--- src/rtl/dp_pkg.sv ---
package dp_pkg;

   // ALU function code, encoded as {sub, inc}
   typedef enum logic [1:0] {
      ALU_ADD   = 2'b00,
      ALU_INC   = 2'b01,
      ALU_SUB   = 2'b10,
      ALU_UNDEF = 2'b11
   } alu_fn_e;

   // register bank slots
   localparam int REG_MAR  = 0;
   localparam int REG_PC   = 1;
   localparam int REG_ACC  = 2;
   localparam int REG_IR   = 3;
   localparam int REG_ARG  = 4;
   localparam int NUM_REGS = 5;

   // bus sources, index 0 is highest priority
   localparam int SRC_MEM  = 0;
   localparam int SRC_PC   = 1;
   localparam int SRC_ACC  = 2;
   localparam int SRC_IR   = 3;
   localparam int SRC_BUF  = 4;
   localparam int NUM_SRCS = 5;

   localparam int OPC_W = 3;

endpackage

--- src/rtl/dp_reg.sv ---
module dp_reg #(
   parameter int W = 8
) (
   input  logic         clk,
   input  logic         rst_n,
   input  logic         we,
   input  logic [W-1:0] d,
   output logic [W-1:0] q
);
   if (W < 1) begin : g_bad_w
      $error("dp_reg: W must be positive");
   end

   always_ff @(posedge clk or negedge rst_n) begin
      if (!rst_n)  q <= '0;
      else if (we) q <= d;
   end
endmodule

--- src/rtl/dp_bus_select.sv ---
module dp_bus_select #(
   parameter int W = 8,
   parameter int N = 5
) (
   input  logic         clk,
   input  logic         rst_n,
   input  logic [N-1:0] rd,
   input  logic [W-1:0] src [N],
   output logic [W-1:0] bus
);
   if (N < 1) begin : g_bad_n
      $error("dp_bus_select: N must be positive");
   end

   // walk from lowest priority up so the lowest index wins
   always_comb begin
      bus = '0;
      for (int i = N - 1; i >= 0; i--) begin
         if (rd[i]) bus = src[i];
      end
   end

   AST_ONE_READER: assert property (@(posedge clk) disable iff (!rst_n)
      $onehot0(rd));
endmodule

--- src/rtl/dp_ram.sv ---
module dp_ram #(
   parameter int AW = 5,
   parameter int DW = 8
) (
   input  logic          clk,
   input  logic          rst_n,
   input  logic          we,
   input  logic [AW-1:0] addr,
   input  logic [DW-1:0] wdata,
   output logic [DW-1:0] rdata
);
   localparam int DEPTH = 1 << AW;

   if (AW < 1 || AW > 12) begin : g_bad_aw
      $error("dp_ram: AW out of range");
   end

   logic [DW-1:0] store [DEPTH];

   always_ff @(posedge clk) begin
      if (we) store[addr] <= wdata;
   end

   assign rdata = store[addr];

   AST_MEM_WRITE: assert property (@(posedge clk) disable iff (!rst_n)
      we |=> (!$stable(addr) || rdata == $past(wdata)));
endmodule

--- src/rtl/dp_alu.sv ---
module dp_alu
   import dp_pkg::*;
#(
   parameter int W          = 8,
   parameter bit UNDEF_ZERO = 1'b1
) (
   input  alu_fn_e      fn,
   input  logic [W-1:0] arg,
   input  logic [W-1:0] bus_val,
   output logic [W-1:0] res
);
   logic [W-1:0] undef_val;

   if (UNDEF_ZERO) begin : g_undef_zero
      assign undef_val = '0;
   end else begin : g_undef_arg
      assign undef_val = arg;
   end

   always_comb begin
      unique case (fn)
         ALU_ADD: res = arg + bus_val;
         ALU_INC: res = bus_val + W'(1);
         ALU_SUB: res = arg - bus_val;
         default: res = undef_val;
      endcase
   end
endmodule

--- src/rtl/acc_datapath.sv ---
module acc_datapath
   import dp_pkg::*;
#(
   parameter int ADDR_W = 5
) (
   input  logic             clk,
   input  logic             rst_n,
   input  logic             mem_wr_i,
   input  logic             mem_rd_i,
   input  logic             mar_wr_i,
   input  logic             pc_wr_i,
   input  logic             pc_rd_i,
   input  logic             acc_wr_i,
   input  logic             acc_rd_i,
   input  logic             ir_wr_i,
   input  logic             ir_rd_i,
   input  logic             arg_wr_i,
   input  logic             alu_sub_i,
   input  logic             alu_inc_i,
   input  logic             buf_rd_i,
   output logic             acc_nz_o,
   output logic [OPC_W-1:0] opcode_o
);
   localparam int DATA_W  = ADDR_W + OPC_W;
   localparam int OPC_LSB = ADDR_W;

   if (ADDR_W < 1 || ADDR_W > 12) begin : g_bad_addr_w
      $error("acc_datapath: ADDR_W out of range");
   end

   logic [DATA_W-1:0]   bus_val;
   logic [DATA_W-1:0]   reg_q   [NUM_REGS];
   logic [NUM_REGS-1:0] reg_we;
   logic [DATA_W-1:0]   src_val [NUM_SRCS];
   logic [NUM_SRCS-1:0] src_rd;
   logic [DATA_W-1:0]   mem_rdata;
   logic [DATA_W-1:0]   alu_res;
   logic [DATA_W-1:0]   buf_q;
   alu_fn_e             alu_fn;

   // register bank
   always_comb begin
      reg_we          = '0;
      reg_we[REG_MAR] = mar_wr_i;
      reg_we[REG_PC]  = pc_wr_i;
      reg_we[REG_ACC] = acc_wr_i;
      reg_we[REG_IR]  = ir_wr_i;
      reg_we[REG_ARG] = arg_wr_i;
   end

   for (genvar g = 0; g < NUM_REGS; g++) begin : g_reg
      dp_reg #(.W(DATA_W)) u_reg (
         .clk   (clk),
         .rst_n (rst_n),
         .we    (reg_we[g]),
         .d     (bus_val),
         .q     (reg_q[g])
      );

      AST_REG_LOAD: assert property (@(posedge clk) disable iff (!rst_n)
         reg_we[g] |=> reg_q[g] == $past(bus_val));
      AST_REG_HOLD: assert property (@(posedge clk) disable iff (!rst_n)
         !reg_we[g] |=> $stable(reg_q[g]));
   end

   // word RAM, low address bits only
   dp_ram #(.AW(ADDR_W), .DW(DATA_W)) u_ram (
      .clk   (clk),
      .rst_n (rst_n),
      .we    (mem_wr_i),
      .addr  (reg_q[REG_MAR][ADDR_W-1:0]),
      .wdata (bus_val),
      .rdata (mem_rdata)
   );

   // bus sources in priority order
   always_comb begin
      src_rd          = '0;
      src_rd[SRC_MEM] = mem_rd_i;
      src_rd[SRC_PC]  = pc_rd_i;
      src_rd[SRC_ACC] = acc_rd_i;
      src_rd[SRC_IR]  = ir_rd_i;
      src_rd[SRC_BUF] = buf_rd_i;
      src_val[SRC_MEM] = mem_rdata;
      src_val[SRC_PC]  = reg_q[REG_PC];
      src_val[SRC_ACC] = reg_q[REG_ACC];
      src_val[SRC_IR]  = reg_q[REG_IR];
      src_val[SRC_BUF] = buf_q;
   end

   dp_bus_select #(.W(DATA_W), .N(NUM_SRCS)) u_bus (
      .clk   (clk),
      .rst_n (rst_n),
      .rd    (src_rd),
      .src   (src_val),
      .bus   (bus_val)
   );

   // ALU and free-running result buffer
   assign alu_fn = alu_fn_e'({alu_sub_i, alu_inc_i});

   dp_alu #(.W(DATA_W), .UNDEF_ZERO(1'b1)) u_alu (
      .fn      (alu_fn),
      .arg     (reg_q[REG_ARG]),
      .bus_val (bus_val),
      .res     (alu_res)
   );

   always_ff @(posedge clk or negedge rst_n) begin
      if (!rst_n) buf_q <= '0;
      else        buf_q <= alu_res;
   end

   assign acc_nz_o = |reg_q[REG_ACC];
   assign opcode_o = reg_q[REG_IR][OPC_LSB +: OPC_W];

   AST_ALU_ADD: assert property (@(posedge clk) disable iff (!rst_n)
      (!alu_sub_i && !alu_inc_i) |=>
         buf_q == DATA_W'($past(reg_q[REG_ARG]) + $past(bus_val)));
   AST_ALU_INC: assert property (@(posedge clk) disable iff (!rst_n)
      (!alu_sub_i && alu_inc_i) |=>
         buf_q == DATA_W'($past(bus_val) + DATA_W'(1)));
   AST_ALU_SUB: assert property (@(posedge clk) disable iff (!rst_n)
      (alu_sub_i && !alu_inc_i) |=>
         buf_q == DATA_W'($past(reg_q[REG_ARG]) - $past(bus_val)));
   AST_ALU_UNDEF: assert property (@(posedge clk) disable iff (!rst_n)
      (alu_sub_i && alu_inc_i) |=> buf_q == '0);
   AST_NZ_RISE: assert property (@(posedge clk) disable iff (!rst_n)
      $rose(acc_nz_o) |-> $past(acc_wr_i));
endmodule

--- config.mk ---
export PLATFORM = sky130hd
export DESIGN_NAME = acc_datapath
export DESIGN_NICKNAME = d
export VERILOG_FILES = /design/src/rtl/dp_pkg.sv /design/src/rtl/dp_reg.sv /design/src/rtl/dp_bus_select.sv /design/src/rtl/dp_ram.sv /design/src/rtl/dp_alu.sv /design/src/rtl/acc_datapath.sv
export SDC_FILE = /design/constraint.sdc
export NUM_CORES = 1
export LEC_CHECK = 0
export ABC_AREA = 1
export BUFFER_PORTS_ARGS = -buffer_cell sky130_fd_sc_hd__clkbuf_2
export CORE_UTILIZATION = 60
export CTS_BUF_LIST = sky130_fd_sc_hd__clkbuf_2 sky130_fd_sc_hd__clkbuf_4 sky130_fd_sc_hd__clkbuf_8
export DETAILED_ROUTE_END_ITERATION = 16
export HOLD_SLACK_MARGIN = 0.15
export PLACE_DENSITY_LB_ADDON = 0.08
export SYNTH_ARGS = -nofsm -noshare
export SYNTH_HDL_FRONTEND = slang
export SYNTH_SLANG_ARGS = --single-unit
--- constraint.sdc ---
create_clock -name clk -period 3.5 [get_ports clk]
set_input_delay 0.7 -clock clk [delete_from_list [all_inputs] [get_ports clk]]
set_output_delay 0.7 -clock clk [all_outputs]
set_load 0.01 [all_outputs]
# Yosys cells after proc, flatten, opt, wreduce, memory -nomap -nowiden
# Memories as Yosys holds them, arrays and structs flattened.
# Index checks and enable logic that the tools add are counted.
[word_totals]
memories = 1
mem_bits_rw = 256
output_inout_bits = 4
register_bits = 45
mem_bits_ro = 0
in_bits = 15
latchBits = 0
[classes]
shifts = 0
bitwise = 0
mux = 8
n_reduce_logical = 2
order_cmp = 0
addsub = 3
n_mul = 0
eq_ne = 2
div = 0
[mem_list]
columns = ["memory", "words", "width", "read_ports", "rd_ports_with_merged_regs", "wr", "line", "rtl"]
rows = [
  ["u_ram.store", 32, 8, 1, 0, 1, "dp_ram.sv:18", "logic [DW-1:0] store [DEPTH];"],
]
[op_table]
columns = ["cell", "n"]
rows = [
  ["8-bit 2-to-1 mux", 5],
  ["8-bit one-hot mux with 3 select lines", 1],
  ["8-bit by 1-bit adder with 8-bit output, second input constant", 1],
  ["8-bit adder", 1],
  ["8-bit OR reduction", 1],
  ["8-bit subtractor", 1],
  ["2-bit by 1-bit equality test with 1-bit output, second input constant", 1],
  ["2-bit equality test, second input constant", 1],
  ["2-bit logical NOT", 1],
  ["1-bit 2-to-1 mux", 2],
]

# Longest topological paths before layout
# Gate-level depths: netlist of run 1.
[depth]
ltp_word = 7
mapped_depth = 31
mapped_depth_nobuf = 27

# Modules after synthesis
# A second synthesis of run 1 with hierarchy kept.
[unflattened]
hier_cells = 1479
hier_area_um2 = 13788.2
[modules_own_cells]
columns = ["mod", "cells_per_inst", "area_each_um2", "instances", "seq_area_each_um2"]
rows = [
  ["dp_ram", 1055, 10827.9, 1, 7687.4],
  ["dp_reg", 34, 305.3, 5, 200.2],
  ["dp_alu", 134, 732.0, 1, 0.0],
  ["dp_bus_select", 97, 445.4, 1, 0.0],
  ["acc_datapath", 23, 256.5, 1, 200.2],
]

# Worst setup path after synthesis of run 1
# Ideal clock, no wire load.
[synth_timing]
kind = "input to register"
startpoint = "in ir_rd_i"
endpoint = "reg buf_q[7]"
n_path_buf = 2
path_stages = 24
setup_ps = 117
slack_ps = 56
arrival_time_ps = 3326
cell_sequence = "buf_2 -> nor2_1 -> nand2_1 -> nand2_1 -> o21ai_0 -> o21ai_0 -> nand2_1 -> buf_6 -> inv_2 -> nor2_2 -> nand4_1 -> nand2_1 -> xor2_1 -> ha_1 -> a21oi_1 -> o21ai_0 -> a31oi_1 -> inv_1 -> nand3_1 -> nand2_1 -> inv_1 -> nand2_1 -> nand3_1 -> nand2_1"
[synth_between]
elab_chain_cells = 6
[synth_lines]
columns = ["element", "line", "rtl"]
rows = [
  ["start, declared", "acc_datapath.sv:16", "input logic ir_rd_i,"],
  ["8-bit 2-to-1 mux * (4 in a row)", "dp_bus_select.sv:19", "if (rd[i]) bus = src[i];"],
  ["via bus_val[2]", "acc_datapath.sv:31", "logic [DATA_W-1:0] bus_val;"],
  ["8-bit subtractor (tied with other cells)", "dp_alu.sv:24", "ALU_SUB: res = arg - bus_val;"],
  ["8-bit one-hot mux with 3 select lines *", "dp_alu.sv:21", "unique case (fn)"],
  ["via alu_res[7]", "acc_datapath.sv:37", "logic [DATA_W-1:0] alu_res;"],
  ["end signal, assigned", "acc_datapath.sv:111", "else buf_q <= alu_res;"],
  ["end, declared", "acc_datapath.sv:38", "logic [DATA_W-1:0] buf_q;"],
]
# The timed path passes the listed nets; every way through them passes the cells marked *.
# A chain may end at the register's enable or synchronous reset.

# Worst setup path in the final report of run 1
[layout_timing]
startpoint = "reg g_reg[0].u_reg.q[0]"
endpoint = "reg buf_q[7]"
[layout_between]
elab_chain_cells = 4
[layout_lines]
columns = ["element", "line", "rtl"]
rows = [
  ["start, declared", "dp_reg.sv:8", "output logic [W-1:0] q"],
  ["start signal, assigned", "dp_reg.sv:15", "if (!rst_n) q <= '0;"],
  ["start signal, assigned", "dp_reg.sv:16", "else if (we) q <= d;"],
  ["memory read 32 x 8 bit *", "-", ""],
  ["8-bit 2-to-1 mux *", "dp_bus_select.sv:19", ""],
  ["8-bit subtractor (tied with other cells)", "dp_alu.sv:24", ""],
  ["8-bit one-hot mux with 3 select lines *", "dp_alu.sv:21", ""],
  ["via alu_res[7]", "acc_datapath.sv:37", ""],
]
# Marks and branches as above.

==> results, run 1 <==
- After the last flow step, the layout net total stands at 1,464.
- The met3 wire length is 3160 um.
- The clock passes through at most 3 buffers.
- Between clock sinks in the finished design, the worst skew comes to 0.0258 ns.
- The total chip power is 12.5 mW.
- CTS built an H-tree with a depth of 2.
- The total overflow reported by the global router is 0.
- The final design instance area without fill is 15,600 sq um.
- The finished layout holds 1,749 standard cells, fillers aside.
- Measured on the finished design, the core utilization comes to 73.1%.
- The detailed router put a total of 14,100 um of wire on met1.
- The worst setup margin is 0.0319 ns.
- The die covers 22,700 sq um.
- The final number of max-transition violations came to 0.
- Final hold analysis gives a worst-case slack of 0.237 ns.
- The endpoint identified for the worst register-to-register timing path is buf_q[7].
- Yosys printed 0 warnings.
- The count of unresolved DRC violations after routing is 0.
- The routed length per placed instance is 19.4 um.
- The total negative slack for setup checks is 0 ns.
- The weighted congestion at the end of routability-driven global placement is 0.944.
- Counting every net in the synthesized netlist gives 1,354.
- The number of flip-flops and latches in the synthesized netlist is 301.
- The achievable frequency is 288 MHz.
- The biggest fanout along the worst timing path is 12.
- The number of DRC markers after the initial detailed-route iteration is 941.
- TritonCTS built the clock tree.
- The clock transition at the registers of the reported paths is 0.06 ns.
- Setup repair after global routing could not meet its margin everywhere.
- The worst flop-to-flop path startpoint is g_reg[0].u_reg.q[0].
- The floorplan step set the die width to 151 um.
- The post-place setup slack is -0.113 ns.
- The post-layout minimum cycle time is 3.47 ns.
- VDD sags by at most 0.550 mV.
- The longest individual stage delay on the worst path is 0.51 ns.
- The run finished with clean final reports.
- The post-synthesis cell type with the largest combined area is sky130_fd_sc_hd__edfxtp_1.
- The pin count of the biggest net entering global routing is 43.
- The synthesized area per cell is 9.96 sq um.
- In this run the count of I/O pins placed on the die edge is 19.
- Ranked by total cell area, the synthesized netlist is headed by sky130_fd_sc_hd__edfxtp_1 (58%), sky130_fd_sc_hd__nand2_1 (19%), sky130_fd_sc_hd__dfrtp_1 (8.5%).
- The start-to-end type of the worst setup path is reg2reg.
- Dividing the detail-routed via count by the number of cells gives 5.51.
- Max-cap violations in this run came to 0.
- The HPWL reported at the end of detailed placement is 20,000 um.
- Of the synthesized area, sequential elements account for 66.6%.
- Across all layers, the routed design uses 9,643 vias.
- The slowest cell on the critical path is sky130_fd_sc_hd__dfrtp_4.
- The worst setup path is launched from a flop.
- The total track usage is 29.5%.
- Buffers inserted to repair hold after CTS numbered 0.
- The clock buffer count from CTS is 47.
- The worst path arrival time is 3.90 ns.
- The cell area after placement is 13,900 sq um.
- The number of cells on the worst reg-to-reg path is 24.
- After detailed routing, the total wire length is 33,900 um.
- The most numerous cell on the critical path is sky130_fd_sc_hd__nand2_1.
- The final-report setup violation count is 0.
- The min-delay analysis places its worst path in the category in2async.
- The cell row count is 53.
- The initial antenna violation count is 0.
- Yosys mapped the design onto 36 distinct sky130hd cell types.
- In the finished design, the share of the clock period the worst path needs comes to 99.1%.
- Traced cell by cell, the critical path runs through buf_12 > nand2_1 > inv_2 > buf_12 > nand2_1 > nand4_1 > a21oi_2 > nand3_2 > nand2_2 > buf_6 > nand3_2 > o21ai_2 > xor2_1 > ha_1 > nand2_1 > o21ai_1 > a31oi_2 > inv_1 > nand3_1 > nand2_1 > inv_1 > nand2_1 > nand3_1 > nand2_1.
- The placed instance count is 1,635.
- The number of global-route vias before repair is 8,821.
- The portion of synthesized cell area occupied by the leading cell type is 58.1%.
- The cell count after synthesis came out at 1,329.
- The transition at the pin with the smallest max-transition slack is 0.846 ns.
- After detailed routing, the met2 layer carries 15,500 um of wire.
- In this run the cell area of the synthesized design comes to 13,200 sq um.
- The clock root buffer master is sky130_fd_sc_hd__clkbuf_8.
- Port buffering added 18 buffers.
- The worst setup path is captured at a flop.
- The leakage power figure is 6.61 nW.
- The power density over cell area is 802 nW/um^2.
- The total inserted antenna cells is 0.
- The wire length of the first global-routing pass is 48,900 um.
- From synthesis to final layout, the design area changed by 17.9%.
- The die is 151 um tall.
- In this run the remaining antenna-violating nets after routing total 0.
- In the final layout, the share of cells above drive strength 1 is 19.1%.
- Clock latency on the worst-skew pair, taken at its later pin, is 0.57 ns.
- The initial core utilization is 62.0%.
- The first-pass iteration count of the detailed router is 6.
- The worst max-slew margin expressed relative to the limit is 43.4%.
- At the worst endpoint, the required time is 3.93 ns.
- The uppermost layer routed is met4.
- The minimum setup slack among reg-to-reg paths is 0.03 ns.
- Clock tree synthesis found a total of 301 sinks.
- Fill cells in the final layout number 1,552.
- The total area inside the core boundary comes to 21,400 sq um.
- The final number of hold-violating endpoints is 0.
## layout by cell type (no fill, tap or decap), drive strengths merged, types with 29 or more instances in the layout
cell	n
o21ai	62
buf	88
nand3	35
a21oi	29
inv	51
dfrtp	45
edfxtp	256
nor2	82
clkbuf	90
nand2	678
## cell type report
class | instances | area (sq um) | share of cell area (%)
multi-input cells | 924 | 4180 | 26.8
clock buffers | 65 | 795 | 5.09
flip-flops and latches | 301 | 8820 | 56.5
well taps | 275 | 344 | 2.21
clock inverters | 19 | 110 | 0.706
inverters | 50 | 205 | 1.32
repair inverters | 2 | 20.0 | 0.128
repair buffers | 113 | 1130 | 7.27
## Yosys cell counts, drive strengths merged
| library cell | number |
|---|---|
| nand2 | 678 |
| xnor2 | 1 |
| o22ai | 1 |
| nand4 | 5 |
| fa | 1 |
| nor2 | 82 |
| nor3 | 7 |
| o21ai | 62 |
| dfrtp | 45 |
| clkinv | 1 |
| ha | 9 |
| edfxtp | 256 |
| nor4 | 2 |
| a21oi | 29 |
| clkbuf | 4 |
| o31ai | 2 |
| o21bai | 1 |
| xor2 | 5 |
| a31oi | 1 |
| nand3 | 35 |
| a22oi | 1 |
| inv | 49 |
| buf | 50 |
| o211ai | 1 |
| and2 | 1 |
## logic make-up (layout without fill, tap and decap cells)
kind of cell	count (synthesis)	after routing	share of synthesized area (%)
XOR/XNOR	6	6	0.397
flip-flops	301	301	66.6
AND/OR/NAND/NOR	810	810	24.3
buffers and inverters	104	249	3.88
AO/OA/AOI/OAI	98	98	3.82
adder cells (fa/ha/maj)	10	10	1.00
## per-layer routing
metal	global-route usage, %	vias up
met1	41.7	4481
li1	-	4593
met5	0	-
met2	45.6	477
met3	5.27	92
met4	11.5	0
## how the worst max path moves through the flow
stage / from / endpoint / slack [ns] / depth (start not counted)
after CTS: g_reg[0].u_reg.q[0] / buf_q[5] / -0.03 / 25
after global routing: g_reg[0].u_reg.q[0] / buf_q[7] / -0.14 / 26
after global placement: g_reg[0].u_reg.q[0] / buf_q[5] / -0.03 / 25
after floorplan: ir_rd_i / buf_q[7] / 0.06 / 24
after detailed placement: g_reg[0].u_reg.q[0] / buf_q[5] / -0.11 / 25
final: g_reg[0].u_reg.q[0] / buf_q[7] / 0.03 / 24
## flip-flops by register name, indices dropped and copies added (netlist names)
signal and count:
buf_q 8, g.u_reg.q 37, u_ram.store 256
## critical path, delay by kind of cell (launching register included)
kind | cells | cell delay, ns
AOI/OAI and AO/OA | 4 | 0.68
and+or+nand+nor | 12 | 1.03
buffers and inverters | 6 | 0.64
adders and majority gates | 1 | 0.28
DFF | 1 | 0.51
xor gates and xnor gates | 1 | 0.20
## where the power goes
group / total, mW / internal [mW] / switching, mW
Combinational: 4.83 / 1.72 / 3.10
Clock: 2.88 / 1.54 / 1.34
Sequential: 4.81 / 4.63 / 0.181
## timing repair
action | in CTS | in global routing
setup endpoints to repair | 3 | 5
buffers inserted | 0 | 20
gates resized for setup | 10 | 109
pin swaps | 0 | 50
gates cloned | 1 | 10
Note: power is estimated with default switching activity, not from simulation.
==> inputs of run 2 (changes only) <==
--- a/config.mk
+++ b/config.mk
@@ -10,8 +10,11 @@
 export CORE_UTILIZATION = 60
 export CTS_BUF_LIST = sky130_fd_sc_hd__clkbuf_2 sky130_fd_sc_hd__clkbuf_4 sky130_fd_sc_hd__clkbuf_8
 export DETAILED_ROUTE_END_ITERATION = 16
+export GPL_TIMING_DRIVEN = 1
 export HOLD_SLACK_MARGIN = 0.15
 export PLACE_DENSITY_LB_ADDON = 0.08
+export REMOVE_ABC_BUFFERS = 1
+export SKIP_CTS_REPAIR_TIMING = 1
 export SYNTH_ARGS = -nofsm -noshare
 export SYNTH_HDL_FRONTEND = slang
 export SYNTH_SLANG_ARGS = --single-unit
==> run 2 against run 1 <==
Compared with the run above: power down 0.80%; via count up 0.58%; cell area down 0.77%; cell count up 0.69%; non-clock buffer count up 16; clock power up 5%; register-to-register slack better by 0.05 ns; hold slack worse by 0.049 ns; die area unchanged; sequential power about the same; global-route usage up 1.1 points; largest cell class unchanged; highest routed layer unchanged.
==> results, run 2 (synthesis results as in run 1) <==
- The start-to-end type of the worst setup path is reg2reg.
- The pin count of the biggest net entering global routing is 41.
- Clock tree synthesis inserted a total of 47 buffers.
- The number of nets with antenna violations after detailed routing is 0.
- The proportion of power drawn by the clock network is 24.3%.
- The clock latency reported for the late side of the worst-skew pair is 0.57 ns.
- The worst ir drop on vdd is 0.695 mV.
- TritonCTS built the clock tree.
- The flip-flop count of the largest register after layout is 256.
- The final design instance area without fill is 15,500 sq um.
- The most frequent standard cell in the layout excluding fill and tap cells is sky130_fd_sc_hd__nand2_1.
- The core outline area is 21,400 sq um.
- The run finished with clean final reports.
- In this run the count of I/O pins placed on the die edge is 19.
- The worst setup path is captured at a flop.
- The worst hold path belongs to the class in2async.
- The number of antenna diodes in the final layout is 0.
- The root buffer cell chosen for the clock tree is sky130_fd_sc_hd__clkbuf_8.
- The final layout contains 1,478 nets.
- The number of port buffers is 18.
- The worst pin sits at a relative slew slack of 40.5%.
- The H-tree level count is 2.
- Detailed placement finished with a half-perimeter wire length of 21,000 um.
- The minimum setup slack among reg-to-reg paths is 0.08 ns.
- Counting cells, the worst reg-to-reg path comes to 25.
- After clock tree synthesis, the clock-pin slew on the worst setup and hold paths is 0.06 ns.
- The number of max-cap violations is 0.
- The routed design has 33,300 um of wire.
- For the final database, setup skew stands at 0.0271 ns.
- The number of DRC markers after the initial detailed-route iteration is 977.
- Timing would allow up to 292 MHz.
- The count of unresolved DRC violations after routing is 0.
- The worst register-to-register path begins at g_reg[0].u_reg.q[0].
- The total overflow reported by the global router is 0.
- For this design the static power due to leakage is 6.63 nW.
- Setup repair after global routing could not meet its margin everywhere.
- The signed area change from the synthesized netlist to the final layout is 17.0%.
- Counting I/O delays and the setup requirement, the final critical path takes 3.42 ns.
- The sequential share of power is 38.9%.
- The final number of hold-violating endpoints was 0.
- The sequential cell area is 8820 sq um.
- The post-route netlist has 17.6% of its cells at a drive strength greater than 1.
- The final cell count without fillers is 1,761.
- The startpoint kind of the worst setup timing path is a flop.
- The wire length of the first global-routing pass is 51,000 um.
- The area occupied by multi-input gates is 4000 sq um.
- After detailed routing, the average wire length per cell comes to 18.9 um.
- The cell area after placement is 14,100 sq um.
- The post-route fraction of the period consumed by the critical path is 97.8%.
- In the layout the commonest cells are sky130_fd_sc_hd__nand2_1 (662), sky130_fd_sc_hd__edfxtp_1 (256), sky130_fd_sc_hd__buf_4 (89).
- The die outline width is 151 um.
- The total number of vias is 9,699.
- The total net switching power is 4.41 mW.
- The maximum clock insertion buffer count is 3.
- Once placement completed, the tool counted placed cells totaling 1,662.
- Internal power comes to 8.00 mW.
- The final number of max-transition violations is 0.
- The weighted congestion at the end of routability-driven global placement is 0.897.
- The total track usage is 30.6%.
- In this run the critical register-to-register path is captured at buf_q[6].
- The worst path arrival time is 3.87 ns.
- The clock net in this run drives a total of 301 sinks.
- The required time at the worst-slack endpoint is 3.95 ns.
- Setup violations remaining at the end of the flow were counted as 0.
- Counting the fill cells in the layout gives 1,580.
- The share of total power dissipated in combinational logic is 36.8%.
- The power density over cell area is 802 nW/um^2.
- The biggest fanout along the worst timing path is 6.
- The initial antenna violation count is 0.
- The first-pass iteration count of the detailed router is 5.
- The area enclosed by the die boundary is 22,700 sq um.
- The initial core utilization is 62.0%.
- The total negative slack for setup checks is 0 ns.
- The transition at the pin with the smallest max-transition slack is 0.889 ns.
- Counting flops per register, the top entry is u_ram.store.
- Net switching is 35.5% of the power.
- The number of global-route vias before repair came to 9,222.
- From bottom edge to top edge, the die measures 151 um.
- The cell row count is 53.
- The total chip power is 12.4 mW.
- In the final layout, the registers with the most flip-flops are u_ram.store x256, g.u_reg.q x37, buf_q x8.
- The detail-routed via count per cell is 5.51.
-- run 2: cell count changes in the layout (fill, tap and decap cells not counted), moves of 9 or more --
cell / before / now
sky130_fd_sc_hd__nor2_1: 60 / 71
sky130_fd_sc_hd__clkinv_1: 14 / 5
sky130_fd_sc_hd__buf_4: 64 / 89
sky130_fd_sc_hd__nand2_2: 31 / 15
sky130_fd_sc_hd__nand2_1: 644 / 662
sky130_fd_sc_hd__nor2_4: 12 / 3
-- run 2: layout make-up --
| type | count | area share [%] |
|---|---|---|
| tap | 275 | 2.22 |
| clock inverter | 7 | 0.396 |
| sequential | 301 | 57.0 |
| inverter | 50 | 1.29 |
| multi-input combinational | 924 | 25.9 |
| clock buffer | 75 | 5.90 |
| timing repair buffer | 129 | 7.37 |
-- run 2: power groups by stage --
stage / Sequential (mW) / Clock [mW] / Combinational (mW)
floorplan: 4.94 / 0 / 2.11
global placement: 4.89 / 0 / 4.03
detailed placement: 4.89 / 0 / 4.10
CTS: 4.82 / 3.05 / 4.12
global route: 4.86 / 3.20 / 5.00
finish: 4.83 / 3.02 / 4.57
-- run 2: through the flow --
| step | utilization [%] | hold slack (ns) | setup WS, ns |
|---|---|---|---|
| finish | 72.5 | 0.188 | 0.0775 |
| global route | 72.5 | 0.238 | -0.161 |
| CTS | 70.8 | 0.185 | -0.0544 |
| detailed placement | 66.3 | 0.475 | -0.0174 |
| global placement | 66.3 | 0.467 | 0.00587 |
| floorplan | - | 0.404 | -1.85 |
-- run 2: layer usage --
layer / vias up / part of all wire [%] / track usage (%)
met1: 4587 / 42 / 43.0
met4: 0 / 2.6 / 9.34
met3: 74 / 9.2 / 7.06
met2: 418 / 46 / 47.6
li1: 4620 / - / -
met5: - / 0 / 0
-- run 2: critical path, stage by stage, from the launching register on --
cell and delay (ns):
sky130_fd_sc_hd__dfrtp_4 0.54, sky130_fd_sc_hd__buf_8 0.17, sky130_fd_sc_hd__buf_4 0.14, sky130_fd_sc_hd__nor2_4 0.12, sky130_fd_sc_hd__buf_6 0.13, sky130_fd_sc_hd__nand2_1 0.05, sky130_fd_sc_hd__nand2_1 0.06, sky130_fd_sc_hd__nor2_1 0.04
sky130_fd_sc_hd__nor2_1 0.10, sky130_fd_sc_hd__nor2_1 0.06, sky130_fd_sc_hd__nand3_1 0.11, sky130_fd_sc_hd__nand2_2 0.10, sky130_fd_sc_hd__ha_4 0.26, sky130_fd_sc_hd__nand2_1 0.07, sky130_fd_sc_hd__o21ai_2 0.06, sky130_fd_sc_hd__buf_4 0.14
sky130_fd_sc_hd__fa_1 0.36, sky130_fd_sc_hd__inv_1 0.08, sky130_fd_sc_hd__nand3_1 0.07, sky130_fd_sc_hd__and2_4 0.17, sky130_fd_sc_hd__nor2_1 0.13, sky130_fd_sc_hd__o21ai_1 0.07, sky130_fd_sc_hd__nand2_1 0.07, sky130_fd_sc_hd__a21oi_1 0.06
sky130_fd_sc_hd__o21ai_0 0.07, sky130_fd_sc_hd__nand2_1 0.07
-- run 2: how the worst max path moves through the flow --
stage | endpoint | start | depth (start not counted) | slack [ns]
after CTS | buf_q[7] | g_reg[0].u_reg.q[0] | 28 | -0.05
after global placement | buf_q[7] | g_reg[0].u_reg.q[0] | 28 | 0.006
after global routing | buf_q[7] | g_reg[0].u_reg.q[0] | 29 | -0.16
after floorplan | buf_q[7] | g_reg[0].u_reg.q[0] | 25 | -1.85
after detailed placement | buf_q[7] | g_reg[0].u_reg.q[0] | 28 | -0.02
final | buf_q[6] | g_reg[0].u_reg.q[0] | 25 | 0.08
